<file path="config.mk">
export PLATFORM = sky130hd
export DESIGN_NAME = dual_cs_spi_master
export DESIGN_NICKNAME = d
export VERILOG_FILES = /design/src/rtl/dual_cs_spi_master.sv
export SDC_FILE = /design/constraint.sdc
export NUM_CORES = 1
export LEC_CHECK = 0
export BUFFER_PORTS_ARGS = -buffer_cell sky130_fd_sc_hd__buf_2
export CORE_MARGIN = 2
export CORE_UTILIZATION = 53
export DETAILED_ROUTE_END_ITERATION = 6
export HOLD_SLACK_MARGIN = 0.03
export PLACE_DENSITY = 0.85
export RECOVER_POWER = 25
export SKIP_LAST_GASP = 1
export SLEW_MARGIN = 30
export SYNTH_ARGS = -nofsm -noshare
export SYNTH_HDL_FRONTEND = slang
export SYNTH_SLANG_ARGS = --single-unit
</file>
<file path="constraint.sdc">
create_clock -name clk -period 2.8 [get_ports clk]
set_input_delay 0.56 -clock clk [delete_from_list [all_inputs] [get_ports clk]]
set_output_delay 0.56 -clock clk [all_outputs]
set_load 0.005 [all_outputs]
</file>
<file path="src/rtl/dual_cs_spi_master.sv">
module dual_cs_spi_master #(
  parameter int DIV_W = 4,
  parameter int NCS   = 2
) (
  input  logic             clk,
  input  logic             rst_n,
  input  logic             bus_wr,
  input  logic [1:0]       bus_addr,
  input  logic [31:0]      bus_wdata,
  output logic [31:0]      bus_rdata,
  input  logic [15:0]      status_pins,
  output logic             busy,
  output logic             spi_sck,
  output logic             spi_mosi,
  input  logic [NCS-1:0]   spi_miso,
  output logic [NCS-1:0]   spi_cs_n
);
  localparam int FRAME = 24;
  localparam int RX_W  = 8 * NCS;
  localparam int BIT_W = $clog2(FRAME);

  logic [DIV_W-1:0] div_q, lim_q, cnt_q;
  logic [FRAME-1:0] sh_q;
  logic [BIT_W-1:0] bit_q;
  logic             busy_q, sck_q, rnw_q;
  logic [NCS-1:0]   cs_n_q;
  logic [RX_W-1:0]  rx_q, rx_next;

  wire cfg_wr = bus_wr && bus_addr == 2'd0;
  wire tx_wr  = bus_wr && bus_addr == 2'd1;
  wire tick   = busy_q && cnt_q == lim_q;
  wire sample = tick && !sck_q && bit_q >= BIT_W'(FRAME - 8);
  wire last   = tick && sck_q && bit_q == BIT_W'(FRAME - 1);

  assign busy     = busy_q;
  assign spi_sck  = sck_q;
  assign spi_mosi = sh_q[FRAME-1];
  assign spi_cs_n = cs_n_q;

  always_ff @(posedge clk or negedge rst_n) begin
    if (!rst_n) begin
      div_q  <= '0;
      lim_q  <= DIV_W'(1);
      cnt_q  <= '0;
      sh_q   <= '0;
      bit_q  <= '0;
      busy_q <= 1'b0;
      sck_q  <= 1'b0;
      rnw_q  <= 1'b0;
      cs_n_q <= '1;
      rx_q   <= '0;
    end else begin
      if (cfg_wr) div_q <= bus_wdata[DIV_W-1:0];
      if (tx_wr && !busy_q) begin
        busy_q <= 1'b1;
        cs_n_q <= ~bus_wdata[24 +: NCS];
        sh_q   <= bus_wdata[FRAME-1:0];
        rnw_q  <= bus_wdata[FRAME-1];
        lim_q  <= (div_q == '0) ? DIV_W'(1) : div_q;
        cnt_q  <= '0;
        bit_q  <= '0;
        sck_q  <= 1'b0;
      end else if (busy_q) begin
        cnt_q <= tick ? '0 : cnt_q + 1'b1;
        if (tick) begin
          if (!sck_q) begin
            sck_q <= 1'b1;
          end else if (last) begin
            sck_q  <= 1'b0;
            busy_q <= 1'b0;
            cs_n_q <= '1;
            if (rnw_q) rx_q <= rx_next;
          end else begin
            sck_q <= 1'b0;
            bit_q <= bit_q + 1'b1;
            sh_q  <= {sh_q[FRAME-2:0], 1'b0};
          end
        end
      end
    end
  end

  for (genvar i = 0; i < NCS; i++) begin : g_dev
    logic [7:0] cap_q;
    always_ff @(posedge clk or negedge rst_n) begin
      if (!rst_n)      cap_q <= '0;
      else if (sample) cap_q <= {cap_q[6:0], spi_miso[i]};
    end
    assign rx_next[8*i +: 8] = cs_n_q[i] ? 8'h00 : cap_q;
  end

  always_comb begin
    case (bus_addr)
      2'd0:    bus_rdata = {status_pins, 7'd0, busy_q, {(8-DIV_W){1'b0}}, div_q};
      2'd2:    bus_rdata = {{(32-RX_W){1'b0}}, rx_q};
      default: bus_rdata = '0;
    endcase
  end
endmodule


</file>
==> flow_metrics.env, run 1 <==
export IMPL_clockPowerShare_pct=22.7
export IMPL_root_buffer="clkbuf_8"
export IMPL_synth_area_top_cells="dfrtp_1 50%, mux2_2 7.8%, a221o_1 5.3%, and2_1 4.5%, nand2_1 4.5%"
export IMPL_coreArea_um2=6830
export IMPL_place_ws_ns=0.381
export IMPL_p_leak_nw=2.26
export IMPL_ir_drop_mv=0.450
export IMPL_gr_total_overflow=0
export IMPL_ys_ff_latch=78
export IMPL_placed_area_um2=4260
export IMPL_slowest_delay_ns=0.69
export IMPL_gp_congestion=0.788
export IMPL_cts_sinks=78
export IMPL_post_synth_top_count_cell="dfrtp_1"
export IMPL_worstSkewPairLatency_ns=0.35
export IMPL_fin_area_um2=4450
export IMPL_synth_main_ff_cell="dfrtp_1"
export IMPL_crit_chain="xor2_1 > or4_4 > or4_4 > mux2_4"
export IMPL_crit_top_cell="or4_4"
export IMPL_synth_top_area_cell="dfrtp_1"
export IMPL_syn_avg_cell_area_um2=11.1
export IMPL_synth_enable_flop_cells=0
export IMPL_drc=0
export IMPL_cp_max_fo=18
export IMPL_fin_nets=477
export IMPL_cp_start_kind="flip-flop"
export IMPL_power_internal_mw=2.41
export IMPL_yosysSeqAreaShare_pct=52.1
export IMPL_vias=2889
export IMPL_cp_startpoint="cnt_q[2]$_DFFE_PN0P_"
export IMPL_max_cap_violations=1
export IMPL_wl_per_cell_um=15.5
export IMPL_pin_count=92
export IMPL_yosysWarnings=0
export IMPL_violations="capacitance limit, slew limit"
export IMPL_htreeDepth=3
export IMPL_r2r_end="rx_q[9]$_DFFE_PN0P_"
export IMPL_synth_top_area_share_pct=50.0
export IMPL_clkTransAtPathRegs_ns=0.07
export IMPL_synthTopCellsByCount="75 x dfrtp_1, 45 x nand2_1, 27 x and2_1"
export IMPL_io_buffers=85
export IMPL_diodes=0
export IMPL_cts_tree="done"
export IMPL_critPathArrivalTime_ns=2.67
export IMPL_r2r_start="cnt_q[2]$_DFFE_PN0P_"
export IMPL_hpwlAfterDp_mm=5.66
export IMPL_maxSlewHeadroom_pct=-23.6
export IMPL_hold_violations=0
export IMPL_cts_buffers=9
export IMPL_ys_types=37
export IMPL_area_delta_synth_final_pct=18.5
export IMPL_postRouteWirelength_mm=8.09
export IMPL_fmax_mhz=410
export IMPL_slew_viol_final=79
export IMPL_final_setup_worst_slack_ns=0.363
export IMPL_hold_class="input port to flip-flop"
export IMPL_viasPerCell=5.55
export IMPL_ff2ff_path_depth=4
export IMPL_drive_gt1_share_pct=35.5
export IMPL_finalSetupTns_ns=0
export IMPL_switching_power_mw=1.29
export IMPL_p_sw_share_pct=34.8
export IMPL_ff2ff_setup_slack_ns=0.36
export IMPL_die_area_um2=7780
export IMPL_synthCells=338
export IMPL_grt_pass1_vias=2794
export IMPL_power_density_nw_per_um2=831
export IMPL_critPathKind="flip-flop to flip-flop"
export IMPL_postCtsHoldBufs=0
export IMPL_die_w_um=88.2
export IMPL_crit_required_ns=3.03
export IMPL_grt_start_max_net_pins=79
export IMPL_cts_resized_gates=0
export IMPL_grt_pass1_wl_mm=13.0
export IMPL_cp_end_kind="flip-flop"
export IMPL_rsz0062_at_grt="no"
export IMPL_antenna_found_initial=0
export IMPL_dr_pass1_iters=4
export IMPL_clock_path_buffers=2
export IMPL_finClkSkew_ns=0.00848
export IMPL_pwr_share_comb_pct=31.1
export IMPL_post_cts_buffers=0
export IMPL_fin_crit_sh_pct=87.0
export IMPL_status="finished with violations"
export IMPL_crit_path_end="rx_q[9]$_DFFE_PN0P_"
export IMPL_synthArstFlopShare_pct=100
export IMPL_syn_area_um2=3760
export IMPL_tightest_slew_ns=1.85
export IMPL_setup_viol=0
export IMPL_rows=30
export IMPL_seqPwrFrac_pct=46.1
export IMPL_track_usage_pct=21.8
export IMPL_ant_nets=0
export IMPL_min_period_ns=2.44
export IMPL_synth_nets=395
export IMPL_initial_utilization_pct=55.0
export IMPL_dieHeight_um=88.2
export IMPL_slowest_stage="or4_4"
export IMPL_first_iter_violations=182
[layout by cell type, fill, tap and decap left out, types with 11 or more instances in the layout]
| cell | n |
|---|---|
| dfrtp_1 | 75 |
| a21oi_1 | 22 |
| buf_2 | 84 |
| and2_1 | 27 |
| nor2_1 | 11 |
| mux2_2 | 26 |
| nor2b_1 | 18 |
| nand2_1 | 45 |
| a221o_1 | 20 |
[worst min-delay path by stage]
stage                         startpoint                      end  slack (ns)  cells past startpoint
floorplan                          rst_n     bit_q[0]$_DFFE_PN0P_        0.26                      0
global placement    lim_q[0]$_DFFE_PN1N_     lim_q[0]$_DFFE_PN1N_        0.48                      2
detailed placement   rx_q[4]$_DFFE_PN0P_      rx_q[4]$_DFFE_PN0P_        0.49                      1
CTS                        bus_wdata[25]  spi_cs_n[1]$_DFFE_PN1P_        0.36                      2
global route               bus_wdata[24]  spi_cs_n[0]$_DFFE_PN1P_        0.37                      2
finish                     bus_wdata[25]  spi_cs_n[1]$_DFFE_PN1P_        0.37                      2
[cell families after synthesis]
group | share of synthesized area (%)
flops | 52.1
buf+inv | 3.36
simple gates | 17.0
fa+ha+maj | 0.666
xor+xnor | 1.40
mux | 13.7
compound gates | 11.9
[state kept, by name (all words and copies together), names as in the netlist]
| signal | cells |
|---|---|
| lim_q | 4 |
| busy | 1 |
| bit_q | 5 |
| rnw_q | 1 |
| spi_sck | 1 |
| spi_cs_n | 2 |
| g_dev.cap_q | 16 |
| cnt_q | 4 |
| rx_q | 16 |
| div_q | 4 |
| sh_q | 24 |
[power groups by stage]
stage	Sequential (mW)	Clock (mW)	Combinational (mW)
6_report	1.71	0.841	1.15
5_1_grt	1.74	0.907	1.29
4_1_cts	1.70	0.851	1.16
3_5_place_dp	1.72	0	1.15
3_3_place_gp	1.70	0	1.09
2_1_floorplan	1.64	0	0.864
[per-stage QoR]
stage	util (%)	instances	power, mW	hold WS [ns]
3_3_place_gp	62.4	505	2.79	0.476
4_1_cts	65.2	521	3.71	0.356
2_1_floorplan	-	338	2.51	0.264
6_report	65.2	521	3.70	0.370
5_1_grt	65.2	521	3.93	0.365
3_5_place_dp	62.4	505	2.87	0.487
[per-layer routing]
layer	GRT usage, %	vias to the layer above	wire length (um)
met3	3.77	13	459
met5	0	-	0
li1	-	1366	-
met4	10.3	0	156
met2	35.8	106	3990
met1	28.3	1404	3490
[worst max-delay path: cells and delay by family (launching register included)]
| kind | cells | cell delay, ns |
|---|---|---|
| flip-flops | 1 | 0.43 |
| XOR/XNOR | 1 | 0.20 |
| multiplexers | 1 | 0.35 |
| AND/OR/NAND/NOR | 2 | 1.34 |
[area by class of cell]
class | instances | area [um^2]
Inverter | 3 | 11.3
Fill cell | 555 | 2380
Timing Repair Buffer | 93 | 485
Multi-Input combinational cell | 235 | 1690
Clock inverter | 4 | 48.8
Clock buffer | 12 | 145
Sequential cell | 78 | 1960
Tap cell | 96 | 120
No activity file was read; power rests on OpenSTA's default activity.
==> run 2, diff against run 1 <==
--- a/config.mk
+++ b/config.mk
@@ -5,13 +5,15 @@
 export SDC_FILE = /design/constraint.sdc
 export NUM_CORES = 1
 export LEC_CHECK = 0
-export BUFFER_PORTS_ARGS = -buffer_cell sky130_fd_sc_hd__buf_2
+export CORE_ASPECT_RATIO = 2
 export CORE_MARGIN = 2
-export CORE_UTILIZATION = 53
+export CORE_UTILIZATION = 55
 export DETAILED_ROUTE_END_ITERATION = 6
+export DONT_BUFFER_PORTS = 1
 export HOLD_SLACK_MARGIN = 0.03
-export PLACE_DENSITY = 0.85
+export PLACE_DENSITY = 0.76
 export RECOVER_POWER = 25
+export REMOVE_ABC_BUFFERS = 1
 export SKIP_LAST_GASP = 1
 export SLEW_MARGIN = 30
 export SYNTH_ARGS = -nofsm -noshare
==> run 2 against run 1 <==
Net effect:
- the run still ends with capacitance limit, slew limit left
- global-route usage rose by 0.26 points
- fmax rose by 5.3%
- final cell count fell by 18%
- critical path type unchanged
- largest power group unchanged
- highest routed layer unchanged
==> flow_metrics.env, run 2 (synthesis results as in run 1) <==
export IMPL_status="finished with violations"
export IMPL_violations="capacitance limit, slew limit"
export IMPL_p_sw_share_pct=33.1
export IMPL_power_density_nw_per_um2=951
export IMPL_power_internal_mw=2.61
export IMPL_cp_end_kind="flip-flop"
export IMPL_postCtsHoldBufs=1
export IMPL_die_w_um=62.4
export IMPL_r2r_end="rx_q[11]$_DFFE_PN0P_"
export IMPL_vias=2549
export IMPL_hold_violations=0
export IMPL_largest_register="sh_q"
export IMPL_io_buffers=0
export IMPL_ff2ff_setup_slack_ns=0.48
export IMPL_final_cell_mix="75 x dfrtp_1, 45 x nand2_1, 27 x and2_1"
export IMPL_critPathKind="flip-flop to flip-flop"
export IMPL_drive_gt1_share_pct=19.1
export IMPL_first_iter_violations=137
export IMPL_dieHeight_um=121
export IMPL_rsz0062_at_grt="no"
export IMPL_largest_reg_flops=24
export IMPL_slew_viol_final=76
export IMPL_top_layer="met4"
export IMPL_post_cts_buffers=0
export IMPL_postRouteWirelength_mm=7.85
export IMPL_grt_start_max_net_pins=76
export IMPL_critPathArrivalTime_ns=2.53
export IMPL_htreeDepth=3
export IMPL_max_cap_violations=1
export IMPL_rows=42
export IMPL_fin_nets=393
export IMPL_drc=0
export IMPL_fmax_mhz=432
export IMPL_min_period_ns=2.32
export IMPL_cts_sinks=78
export IMPL_grt_pass1_vias=2601
export IMPL_cts_tree="done"
export IMPL_root_buffer="clkbuf_16"
export IMPL_cp_start_kind="flip-flop"
export IMPL_crit_path_end="rx_q[11]$_DFFE_PN0P_"
export IMPL_gr_total_overflow=0
export IMPL_diodes=0
export IMPL_fin_crit_sh_pct=82.7
export IMPL_hpwlAfterDp_mm=5.18
export IMPL_dp_cells=412
export IMPL_routed_wl_met2_mm=4.15
export IMPL_ir_drop_mv=0.581
export IMPL_initial_utilization_pct=56.7
export IMPL_crit_required_ns=3.01
export IMPL_switching_power_mw=1.29
export IMPL_finClkSkew_ns=0.00527
export IMPL_final_setup_worst_slack_ns=0.485
export IMPL_hold_class="input port to async pin"
export IMPL_pin_count=92
export IMPL_cp_startpoint="cnt_q[2]$_DFFE_PN0P_"
export IMPL_place_ws_ns=0.507
export IMPL_final_cells=429
export IMPL_pwr_share_comb_pct=27.8
export IMPL_antenna_found_initial=0
export IMPL_coreArea_um2=6620
export IMPL_wl_met1_mm=3.15
export IMPL_dr_pass1_iters=4
export IMPL_cp_max_fo=16
export IMPL_wl_per_cell_um=18.3
export IMPL_maxSlewHeadroom_pct=-22.2
export IMPL_setup_viol=0
export IMPL_seqPwrFrac_pct=44.0
export IMPL_grt_pass1_wl_mm=12.9
export IMPL_viasPerCell=5.94
export IMPL_ant_nets=0
export IMPL_clkTransAtPathRegs_ns=0.06
export IMPL_die_area_um2=7550
export IMPL_gp_congestion=0.831
export IMPL_final_common_cell="dfrtp_1"
export IMPL_worstSkewPairLatency_ns=0.33
export IMPL_r2r_start="cnt_q[2]$_DFFE_PN0P_"
export IMPL_tightest_slew_ns=1.83
export IMPL_clock_path_buffers=2
export IMPL_ff2ff_path_depth=4
export IMPL_placed_area_um2=3820
export IMPL_area_delta_synth_final_pct=9.39
export IMPL_fin_area_um2=4110
export IMPL_biggestRegsByFlops="sh_q: 24 flops, g_dev.cap_q: 16 flops, rx_q: 16 flops"
export IMPL_cts_buffers=9
export IMPL_wl_met3_um=377
export IMPL_track_usage_pct=22.1
export IMPL_finalHoldWorstSlack_ns=0.0666
export IMPL_cts_resized_gates=0
export IMPL_clockPowerShare_pct=28.2
export IMPL_p_leak_nw=1.93
## run 2: stage by stage
stage	TNS, ns	power (mW)	util (%)
2_1_floorplan	-1.56	2.45	-
3_3_place_gp	0	2.73	57.7
3_5_place_dp	0	2.80	57.7
4_1_cts	0	3.93	62.4
5_1_grt	0	4.14	62.1
6_report	0	3.91	62.1
## run 2: worst max-delay path, stage by stage, from the launching register on
cell and delay, ns:
dfrtp_1 0.42, xor2_1 0.21, or4_4 0.55, or4_4 0.66, mux2_4 0.35
## run 2: worst min path at each step
stage          startpoint                       endpoint  slack, ns  cells past startpoint
2_1_floorplan       rst_n           bit_q[0]$_DFFE_PN0P_       0.26                      0
3_3_place_gp        rst_n            rx_q[9]$_DFFE_PN0P_       0.27                      0
3_5_place_dp        rst_n  g_dev[1].cap_q[2]$_DFFE_PN0P_       0.27                      0
4_1_cts             rst_n        spi_cs_n[0]$_DFFE_PN1P_       0.06                      0
5_1_grt             rst_n        spi_cs_n[1]$_DFFE_PN1P_       0.05                      0
6_report            rst_n        spi_cs_n[1]$_DFFE_PN1P_       0.07                      0
## run 2: cell type report
type                       count  area (um^2)
timing repair buffer           9         65.1
sequential                    78         1960
multi-input combinational    235         1690
tap                           88          110
clock buffer                  16          282
fill                         540         2510
inverter                       3         11.3
## run 2: power groups by stage
stage / combinational (mW) / clock, mW / sequential (mW)
finish: 1.09 / 1.10 / 1.72
global route: 1.21 / 1.17 / 1.76
CTS: 1.10 / 1.12 / 1.72
detailed placement: 1.06 / 0 / 1.73
global placement: 1.02 / 0 / 1.72
floorplan: 0.801 / 0 / 1.64
## run 2: metal layers
metal / GRT usage (%) / vias up
met2: 37.6 / 81
met1: 26.3 / 1271
met4: 9.86 / 0
met5: 0 / -
li1: - / 1186
met3: 5.38 / 11
